[src/rtl/pd_pkg.sv]
package pd_pkg;
    timeunit 1ns;
    timeprecision 1ps;

    typedef enum logic [1:0] {
        PD_OFF  = 2'b00,
        PD_IDLE = 2'b01,
        PD_HUNT = 2'b10,
        PD_RSV  = 2'b11
    } pd_mode_e;

    typedef struct packed {
        logic pre;
        logic rate;
        logic tmo;
    } pd_evt_t;

    function automatic logic pd_live(input pd_mode_e m);
        return (m == PD_IDLE) || (m == PD_HUNT);
    endfunction
endpackage

[src/rtl/pd_sampler.sv]
// Mid-bit decision and close-rising-edge (glitch) detection.
module pd_sampler #(
    parameter int SPB = 16
) (
    input  logic clk,
    input  logic rst,
    input  logic clr,
    input  logic line_i,
    input  logic inv_i,
    input  logic tick_i,
    input  logic strobe_i,
    output logic dec_o,
    output logic err_o
);
    timeunit 1ns;
    timeprecision 1ps;

    localparam int PW = $clog2(SPB + 1);
    localparam logic [PW-1:0] MID  = PW'(SPB / 2);
    localparam logic [PW-1:0] LAST = PW'(SPB - 1);
    localparam logic [PW-1:0] SAT  = PW'(SPB);

    logic [PW-1:0] phase_q, since_q;
    logic          dec_q, prev_q, primed_q;
    logic          cur, rise;

    assign cur   = line_i ^ inv_i;
    assign rise  = tick_i && primed_q && cur && !prev_q;
    assign err_o = rise && (since_q < LAST);
    assign dec_o = dec_q;

    always_ff @(posedge clk) begin
        if (rst || clr) begin
            phase_q  <= '0;
            since_q  <= LAST;
            dec_q    <= 1'b0;
            prev_q   <= 1'b0;
            primed_q <= 1'b0;
        end else begin
            if (strobe_i)
                phase_q <= '0;
            else if (tick_i && phase_q != SAT)
                phase_q <= phase_q + PW'(1);

            if (tick_i && !strobe_i && phase_q == MID)
                dec_q <= cur;

            if (tick_i) begin
                prev_q   <= cur;
                primed_q <= 1'b1;
                if (rise)
                    since_q <= '0;
                else if (since_q != LAST)
                    since_q <= since_q + PW'(1);
            end
        end
    end
endmodule

[src/rtl/pd_pattern.sv]
// Alternating-run tracker (hunting) and six-bit history match (idle).
module pd_pattern
    import pd_pkg::*;
#(
    parameter int RUN_BITS  = 8,
    parameter int IDLE_BITS = 6
) (
    input  logic     clk,
    input  logic     rst,
    input  logic     clr,
    input  pd_mode_e mode_i,
    input  logic     strobe_i,
    input  logic     dec_i,
    output logic     hit_o
);
    timeunit 1ns;
    timeprecision 1ps;

    localparam int RW = $clog2(RUN_BITS + 1);
    localparam int VW = $clog2(IDLE_BITS + 1);

    logic                 have_q, last_q;
    logic [RW-1:0]        run_q, run_nx;
    logic [IDLE_BITS-1:0] hist_q, hist_nx;
    logic [VW-1:0]        valid_q, valid_nx;
    logic                 run_hit, idle_hit, alt_all;

    always_comb begin
        run_nx   = (have_q && dec_i != last_q) ? run_q + RW'(1) : RW'(1);
        hist_nx  = {hist_q[IDLE_BITS-2:0], dec_i};
        valid_nx = (valid_q == VW'(IDLE_BITS)) ? valid_q : valid_q + VW'(1);
        alt_all  = &(hist_nx[IDLE_BITS-1:1] ^ hist_nx[IDLE_BITS-2:0]);
        run_hit  = strobe_i && (mode_i == PD_HUNT) && (run_nx == RW'(RUN_BITS));
        idle_hit = strobe_i && (mode_i == PD_IDLE) && (valid_nx == VW'(IDLE_BITS)) && alt_all;
    end

    assign hit_o = run_hit || idle_hit;

    always_ff @(posedge clk) begin
        if (rst || clr) begin
            have_q  <= 1'b0;
            last_q  <= 1'b0;
            run_q   <= '0;
            hist_q  <= '0;
            valid_q <= '0;
        end else if (strobe_i) begin
            have_q  <= 1'b1;
            last_q  <= dec_i;
            run_q   <= run_hit ? '0 : run_nx;
            hist_q  <= hist_nx;
            valid_q <= idle_hit ? '0 : valid_nx;
        end
    end
endmodule

[src/rtl/pd_window.sv]
// Error counter against the programmed limit and the bit-count watch window.
module pd_window #(
    parameter int WIN_BITS = 544,
    parameter int THR_W    = 3
) (
    input  logic             clk,
    input  logic             rst,
    input  logic             active_i,
    input  logic             strobe_i,
    input  logic             err_i,
    input  logic             pre_i,
    input  logic [THR_W-1:0] lim_i,
    output logic             rate_o,
    output logic             tmo_o
);
    timeunit 1ns;
    timeprecision 1ps;

    localparam int WW = $clog2(WIN_BITS + 1);
    localparam int CW = THR_W + 1;

    logic [WW-1:0] win_q, win_nx;
    logic [CW-1:0] cnt_q, cnt_nx, limit;

    assign limit = CW'(lim_i) + CW'(1);

    always_comb begin
        win_nx = '0;
        cnt_nx = '0;
        rate_o = 1'b0;
        tmo_o  = 1'b0;
        if (active_i && !pre_i) begin
            win_nx = win_q;
            cnt_nx = cnt_q;
            if (err_i) begin
                if (cnt_q + CW'(1) == limit) begin
                    rate_o = 1'b1;
                    cnt_nx = '0;
                    win_nx = '0;
                end else begin
                    cnt_nx = cnt_q + CW'(1);
                end
            end
            if (strobe_i && !rate_o) begin
                if (win_q == WW'(WIN_BITS - 1)) begin
                    tmo_o  = 1'b1;
                    win_nx = '0;
                end else begin
                    win_nx = win_q + WW'(1);
                end
            end
        end
    end

    always_ff @(posedge clk) begin
        if (rst) begin
            win_q <= '0;
            cnt_q <= '0;
        end else begin
            win_q <= win_nx;
            cnt_q <= cnt_nx;
        end
    end
endmodule

[src/rtl/preamble_hunter.sv]
module preamble_hunter
    import pd_pkg::*;
#(
    parameter int SPB       = 16,
    parameter int WIN_BITS  = 544,
    parameter int RUN_BITS  = 8,
    parameter int IDLE_BITS = 6,
    parameter int THR_W     = 3
) (
    input  logic             clk,
    input  logic             rst,
    input  logic             line_i,
    input  logic             sample_tick_i,
    input  logic             bit_strobe_i,
    input  logic [1:0]       mode_i,
    input  logic [THR_W-1:0] err_limit_i,
    input  logic             invert_i,
    output logic             preamble_o,
    output logic             rate_err_o,
    output logic             timeout_o
);
    timeunit 1ns;
    timeprecision 1ps;

    pd_mode_e mode_e, mode_q;
    logic     clr, live, hunting;
    logic     dec, err, hit, rate, tmo;
    pd_evt_t  evt_d, evt_q;

    assign mode_e  = pd_mode_e'(mode_i);
    assign clr     = (mode_e != mode_q) || !pd_live(mode_e);
    assign live    = !clr;
    assign hunting = live && (mode_e == PD_HUNT);

    pd_sampler #(.SPB(SPB)) u_smp (
        .clk(clk), .rst(rst), .clr(clr), .line_i(line_i), .inv_i(invert_i),
        .tick_i(sample_tick_i), .strobe_i(bit_strobe_i), .dec_o(dec), .err_o(err)
    );

    pd_pattern #(.RUN_BITS(RUN_BITS), .IDLE_BITS(IDLE_BITS)) u_pat (
        .clk(clk), .rst(rst), .clr(clr), .mode_i(mode_e),
        .strobe_i(bit_strobe_i), .dec_i(dec), .hit_o(hit)
    );

    pd_window #(.WIN_BITS(WIN_BITS), .THR_W(THR_W)) u_win (
        .clk(clk), .rst(rst), .active_i(hunting), .strobe_i(bit_strobe_i),
        .err_i(err), .pre_i(hit), .lim_i(err_limit_i), .rate_o(rate), .tmo_o(tmo)
    );

    always_comb begin
        evt_d.pre  = live && hit;
        evt_d.rate = hunting && rate;
        evt_d.tmo  = hunting && tmo;
    end

    always_ff @(posedge clk) begin
        if (rst) begin
            mode_q <= PD_OFF;
            evt_q  <= '0;
        end else begin
            mode_q <= mode_e;
            evt_q  <= evt_d;
        end
    end

    assign preamble_o = evt_q.pre;
    assign rate_err_o = evt_q.rate;
    assign timeout_o  = evt_q.tmo;
endmodule

[config.mk]
export PLATFORM = sky130hd
export DESIGN_NAME = preamble_hunter
export DESIGN_NICKNAME = d
export VERILOG_FILES = /design/src/rtl/pd_pkg.sv /design/src/rtl/pd_sampler.sv /design/src/rtl/pd_pattern.sv /design/src/rtl/pd_window.sv /design/src/rtl/preamble_hunter.sv
export SDC_FILE = /design/constraint.sdc
export NUM_CORES = 1
export LEC_CHECK = 0
export BUFFER_PORTS_ARGS = -buffer_cell sky130_fd_sc_hd__buf_2
export CAP_MARGIN = 25
export CORE_UTILIZATION = 40
export CTS_CLUSTER_DIAMETER = 40
export DETAILED_ROUTE_END_ITERATION = 8
export PLACE_DENSITY = 0.53
export SLEW_MARGIN = 10
export SYNTH_ARGS = -nofsm -noshare
export SYNTH_HDL_FRONTEND = slang
export SYNTH_SLANG_ARGS = --single-unit
[constraint.sdc]
create_clock -name clk -period 2.4 [get_ports clk]
set_input_delay 0.24 -clock clk [delete_from_list [all_inputs] [get_ports clk]]
set_output_delay 0.24 -clock clk [all_outputs]
set_load 0.05 [all_outputs]
==> Word level (Yosys, flattened, before mapping) <==
Cells that the tools add are included.
{ "op_classes": {"n_bitwise": 3, "n_shift": 0, "mux": 18, "eq_ne": 12, "div_mod_pow": 0, "n_addsub": 7, "order_cmp": 1, "n_mul": 0, "n_reduce_logical": 37} }
{ "ops": {"columns": ["op", "count"], "rows": [
  ["10-bit 2-to-1 mux", 4],
  ["1-bit logical AND", 19],
  ["4-bit 2-to-1 mux", 3],
  ["10-bit by 1-bit adder with 10-bit output, second input constant", 1],
  ["5-bit by 1-bit adder with 5-bit output, second input constant", 2],
  ["10-bit == test, second input constant", 1],
  ["5-bit 2-to-1 mux", 2],
  ["4-bit by 1-bit adder with 4-bit output, second input constant", 2],
  ["1-bit 2-to-1 mux", 7],
  ["3-bit == test, second input constant", 2],
  ["1-bit zero test", 6],
  ["3-bit 2-to-1 mux", 2],
  ["2-bit nonzero test", 3],
  ["5-bit by 4-bit == test with 1-bit output, second input constant", 1],
  ["5-bit by 4-bit less-than comparator with 1-bit output, second input constant", 1],
  ["5-bit by 4-bit != test with 1-bit output, second input constant", 1],
  ["5-bit != test, second input constant", 1],
  ["5-bit AND reduction", 1],
  ["5-bit bitwise XOR", 1],
  ["3-bit by 1-bit adder with 4-bit output, second input constant", 1],
  ["4-bit == test", 1],
  ["4-bit == test, second input constant", 1],
  ["1-bit logical OR", 4],
  ["2-bit AND reduction", 2],
  ["8 further kinds", 9]
]} }
{ "totals": {"ramBits": 0, "latch_bits": 0, "memories": 0, "out_inout_bits": 3, "romBits": 0, "reg_bits": 46} }

==> Longest topological paths before layout <==
{ "logic_depth": {"word_depth": 14, "ltp_mapped": 8, "depth_no_buf": 7} }

==> Hierarchy <==
A second synthesis with hierarchy kept.
{ "hier_totals": {"hier_cells": 254, "hier_area_um2": 2351.0} }
{ "modules_own_cells": {"columns": ["module", "seq_area_each_um2", "area_per_inst_um2", "n_inst", "cells_each"], "rows": [
  ["pd_window", 280.3, 773.2, 1, 86],
  ["pd_pattern", 260.2, 690.7, 1, 75],
  ["pd_sampler", 260.2, 683.2, 1, 74],
  ["preamble_hunter", 100.1, 203.9, 1, 19]
]} }

==> Worst setup path after synthesis <==
OpenSTA, ideal clock, no wires.
{ "synth_timing": {"path_kind": "flip-flop to flip-flop", "startpoint": "register u_pat.valid_q[0]", "endpoint": "register u_win.win_q[5]", "path_buffers": 1, "required_time_ps": 2278, "t_arrival_ps": 1671, "path_stages_with_launch": 9, "setup_slack_ps": 608, "path_cell_list": "dfxtp_1 -> inv_1 -> ha_1 -> inv_1 -> o2111ai_1 -> or4_4 -> o211ai_2 -> buf_6 -> a21oi_1"} }
{ "synth_via": {"elab_chain_len": 10} }
{ "synth_lines": {"columns": ["element", "line", "text"], "rows": [
  ["start: declaration", "pd_pattern.sv:25", "logic [VW-1:0] valid_q, valid_nx;"],
  ["start signal: assignment", "pd_pattern.sv:51", "valid_q <= idle_hit ? '0 : valid_nx;"],
  ["3-bit by 1-bit adder with 3-bit output or 3-bit == test (tied branches)", "pd_pattern.sv:31", "valid_nx = (valid_q == VW'(IDLE_BITS)) ? valid_q : valid_q + VW'(1);"],
  ["3-bit 2-to-1 mux *", "pd_pattern.sv:31", null],
  ["3-bit == test *", "pd_pattern.sv:34", "idle_hit = strobe_i && (mode_i == PD_IDLE) && (valid_nx == VW'(IDLE_BITS)) && alt_all;"],
  ["1-bit logical AND * (2 in a row)", "pd_pattern.sv:34", null],
  ["1-bit logical OR *", "pd_pattern.sv:37", "assign hit_o = run_hit || idle_hit;"],
  ["1-bit zero test *", "pd_window.sv:32", "if (active_i && !pre_i) begin"],
  ["1-bit logical AND *", "pd_window.sv:32", null],
  ["1-bit inverter (no source line) *", null, null],
  ["2-bit OR reduction (no source line) *", null, null],
  ["end signal: assignment", "pd_window.sv:60", "win_q <= win_nx;"],
  ["end: declaration", "pd_window.sv:22", "logic [WW-1:0] win_q, win_nx;"]
]} }
Mark *: on every way between the ends. The rest lies on a longest branch, timed or not.
A chain may end at the register's enable or synchronous reset.

==> Final worst setup path <==
{ "layout_timing": {"startpoint": "register u_smp.since_q[3]", "endpoint": "register u_win.win_q[2]"} }
{ "layout_via": {"elab_chain_len": 8} }
{ "layout_lines": {"columns": ["element", "line", "text"], "rows": [
  ["start: declaration", "pd_sampler.sv:23", "logic [PW-1:0] phase_q, since_q;"],
  ["start signal: assignment", "pd_sampler.sv:54", "since_q <= since_q + PW'(1);"],
  ["5-bit by 4-bit less-than comparator with 1-bit output *", "pd_sampler.sv:29", "assign err_o = rise && (since_q < LAST);"],
  ["1-bit logical AND *", "pd_sampler.sv:29", null],
  ["1-bit 2-to-1 mux", "pd_window.sv:35", "if (err_i) begin"],
  ["1-bit 2-to-1 mux", "pd_window.sv:32", null],
  ["1-bit zero test", "pd_window.sv:44", "if (strobe_i && !rate_o) begin"],
  ["1-bit logical AND", "pd_window.sv:44", null],
  ["2-bit nonzero test (no source line)", null, null],
  ["2-bit AND reduction (no source line)", null, null]
]} }
Mark *: on every way between the ends. The rest lies on a longest branch, timed or not. The select of a mux whose other input is x is not followed.

==> impl_metrics.tcl <==
set metrics [dict create \
    status "complete, no violations" \
    fin_crit_ns 1.94 \
    clockRootBuffer "clkbuf_8" \
    grt_max_degree 25 \
    ir_drop_mv 0.354 \
    critPathSlowestCell "or4b_1" \
    grt_pass1_wl_um 7560 \
    holdBufCountCts 0 \
    cts_resized 0 \
    end_kind "register" \
    final_core_util_pct 47.1 \
    yosysWarnings 0 \
    synthCells 254 \
    slowest_delay_ns 0.59 \
    critPathLaunchType "register" \
    finClkSkew_ns 0.00556 \
    dieArea_um2 5930 \
    leakage_nw 0.920 \
    criticalPathCategory "reg2reg" \
    layout_common_cells "dfxtp_1, nor2_1, nand2_1" \
    fillers 526 \
    clockBufferDepth 2 \
    hold_path_class "in2reg" \
    design.core.area_um2 5270 \
    comb_power_share_pct 6.3 \
    hold_depth 2 \
    cp.required_ns 2.57 \
    worst_slew_pin_slew_ns 0.571 \
    totalWireLength_um 4210 \
    synth_top_family_by_area "simple AND/OR/NAND/NOR gates" \
    p_int_mw 0.984 \
    drive_gt1_share_pct 11.4 \
    r2r_end "u_win.win_q[2]" \
    die_w_um 77.0 \
    ant_nets 0 \
    synthXorXnorAreaFrac_pct 10.3 \
    p_seq_share_pct 58.8 \
    arrival_ns 2.11 \
    pin_count 14 \
    ys_seq_area_share_pct 40.0 \
    crit_chain "a41oi_2 -> or4b_1 -> o211ai_2 -> nor2_1" \
    h-tree-depth 2 \
    insertion_delay_ns 0.29 \
    synth-simple-area-share_pct 25.3 \
    synth_edf_count 0 \
    dr.pass1.iters 4 \
    min-delay-start "rst" \
    setup_viol 0 \
    slew_violations 0 \
    nets 293 \
    n_antenna_cell 0 \
    cp_num_buf_inv 0 \
    pwr-share-clk_pct 34.9 \
    grt_setup_unrepaired "false" \
    final_common_cell "dfxtp_1" \
    holdWs_ns 0.145 \
    synth.mux.area_fraction_pct 3.62 \
    p_per_area_nw_per_um2 516 \
    port_buffers 13 \
    ys_types 45 \
    path_clk_slew_ns 0.08 \
    fin_crit_sh_pct 80.9 \
    async_reset_ff_share_pct 0 \
    cts_buffers 5 \
    grt_pass1_vias 1608 \
    crit_family "compound AO/OA/AOI/OAI gates" \
    rows 26 \
    hold_viol 0 \
    syn_avg_cell_area_um2 8.86 \
    start_util_pct 42.7 \
    drc 0 \
    tns_ns 0 \
    layout.area.seq_um2 901 \
    synth_nets 277 \
    die_h_um 77.0 \
    yosys.area_share.adder_pct 6.67 \
    ff2ff_setup_slack_ns 0.46 \
    clock.fmax_mhz 515 \
    power_switching_mw 0.296 \
    synth_compound_area_share_pct 10.3 \
    grt_overflow_total 0 \
    switching_share_pct 23.1 \
    netlist_area_um2 2250 \
    reg2reg_depth 4 \
    rr_startpoint "u_smp.since_q[3]" \
    area_delta_synth_final_pct 10.2 \
    multi_input_area_um2 1260 \
    hold_end "mode_q[1]" \
    avgViaCountPerCell 5.21 \
    crit_fanout 13 \
    vias 1776 \
    wire_per_inst_um 12.3 \
    grt_antenna_before_repair 0 \
    slew_headroom_pct 61.8 \
    cts_setup_buffers 0 \
    hpwl_um 3080 \
    drtIter0Drc 75 \
    synth_seq_cells 45 \
    grt_use_total_pct 15.7 \
    cts_tree "done" \
    max_cap_violations 0 \
    clock-sinks 45 \
    synth_ff_type "dfxtp_1" \
    gp_congestion 0.727 \
]
==> area by class of cell <==
class	count	area share (%)
clock buffer	6	2.93
clock inverter	2	0.404
inverter	11	1.66
multi-input combinational	189	51.0
sequential	45	36.3
tap	70	3.53
timing repair buffer	18	4.14
==> worst register-to-register path: cells and delay by family, from the launching register on <==
family,cells,cell delay (ns)
AO/OA/AOI/OAI,2,0.79
flip-flops,1,0.34
AND/OR/NAND/NOR,2,0.70
==> cell usage after synthesis (2+ instances only) <==
| library cell | instances | share of area, % |
|---|---|---|
| or4_1 | 2 | 0.67 |
| nand4_1 | 8 | 2.2 |
| xor2_1 | 12 | 4.7 |
| nor3_1 | 11 | 2.4 |
| clkbuf_1 | 6 | 1.0 |
| nand3_1 | 12 | 2.7 |
| mux2i_1 | 7 | 3.1 |
| a21oi_1 | 12 | 2.7 |
| and4_1 | 2 | 0.78 |
| o21ai_0 | 9 | 2.0 |
| nor2_1 | 29 | 4.8 |
| and3_1 | 5 | 1.4 |
| or3_1 | 3 | 0.83 |
| a31oi_1 | 2 | 0.56 |
| ha_1 | 12 | 6.7 |
| nor3b_1 | 2 | 0.67 |
| dfxtp_1 | 45 | 40 |
| and4bb_2 | 2 | 1.1 |
| a211oi_1 | 2 | 0.67 |
| nand2b_1 | 3 | 0.83 |
| xnor2_1 | 12 | 4.7 |
| nor4_1 | 2 | 0.56 |
| nand4b_1 | 3 | 1.2 |
| inv_1 | 10 | 1.7 |
| nand2_1 | 21 | 3.5 |
==> metal layers <==
metal | track usage, % | share of wire (%)
met4 | 5.66 | 1.4
met2 | 22.7 | 41
met3 | 3.81 | 2.9
met5 | 0 | 0
met1 | 22.3 | 54
==> flip-flops by register name (all words and copies together), names as in the netlist <==
register,flops
u_pat.hist_q,5
u_win.cnt_q,4
u_pat.valid_q,3
u_smp.primed_q,1
u_smp.prev_q,1
rate_err_o,1
u_win.win_q,10
timeout_o,1
u_smp.since_q,5
u_smp.dec_o,1
u_smp.phase_q,5
mode_q,2
u_pat.run_q,4
u_pat.have_q,1
preamble_o,1
==> stage by stage <==
stage	total power [mW]	std cells	worst slack (ns)	cell area, µm²
2_1_floorplan	0.823	254	0.608	2250
3_3_place_gp	0.852	333	0.398	2400
3_5_place_dp	0.852	333	0.337	2400
4_1_cts	1.31	341	0.443	2480
5_1_grt	1.35	341	0.275	2480
6_report	1.28	341	0.459	2480
==> power by group through the flow <==
stage,Sequential [mW],Clock [mW],Combinational (mW)
after floorplan,0.771,0,0.0528
after detailed placement,0.771,0,0.0805
after global routing,0.754,0.500,0.0909
final,0.753,0.447,0.0804
after global placement,0.771,0,0.0810
after CTS,0.754,0.471,0.0811
==> worst max path at each step <==
stage / from / to / slack [ns] / cells past startpoint
after floorplan: u_pat.valid_q[0] / u_win.win_q[5] / 0.61 / 8
after global placement: mode_i[0] / timeout_o / 0.40 / 7
after detailed placement: mode_i[0] / timeout_o / 0.34 / 7
after CTS: u_pat.valid_q[0] / u_win.win_q[2] / 0.44 / 7
after global routing: u_win.cnt_q[0] / u_win.cnt_q[2] / 0.28 / 6
final: u_smp.since_q[3] / u_win.win_q[2] / 0.46 / 4
==> cell families (layout without fill, tap and decap cells) <==
family	count (synthesis)	count (layout)
compound gates	35	35
xor+xnor	25	25
buf+inv	20	37
flops	45	45
mux	8	8
simple gates	109	109
fa+ha+maj	12	12
No activity file was read; power rests on OpenSTA's default activity.
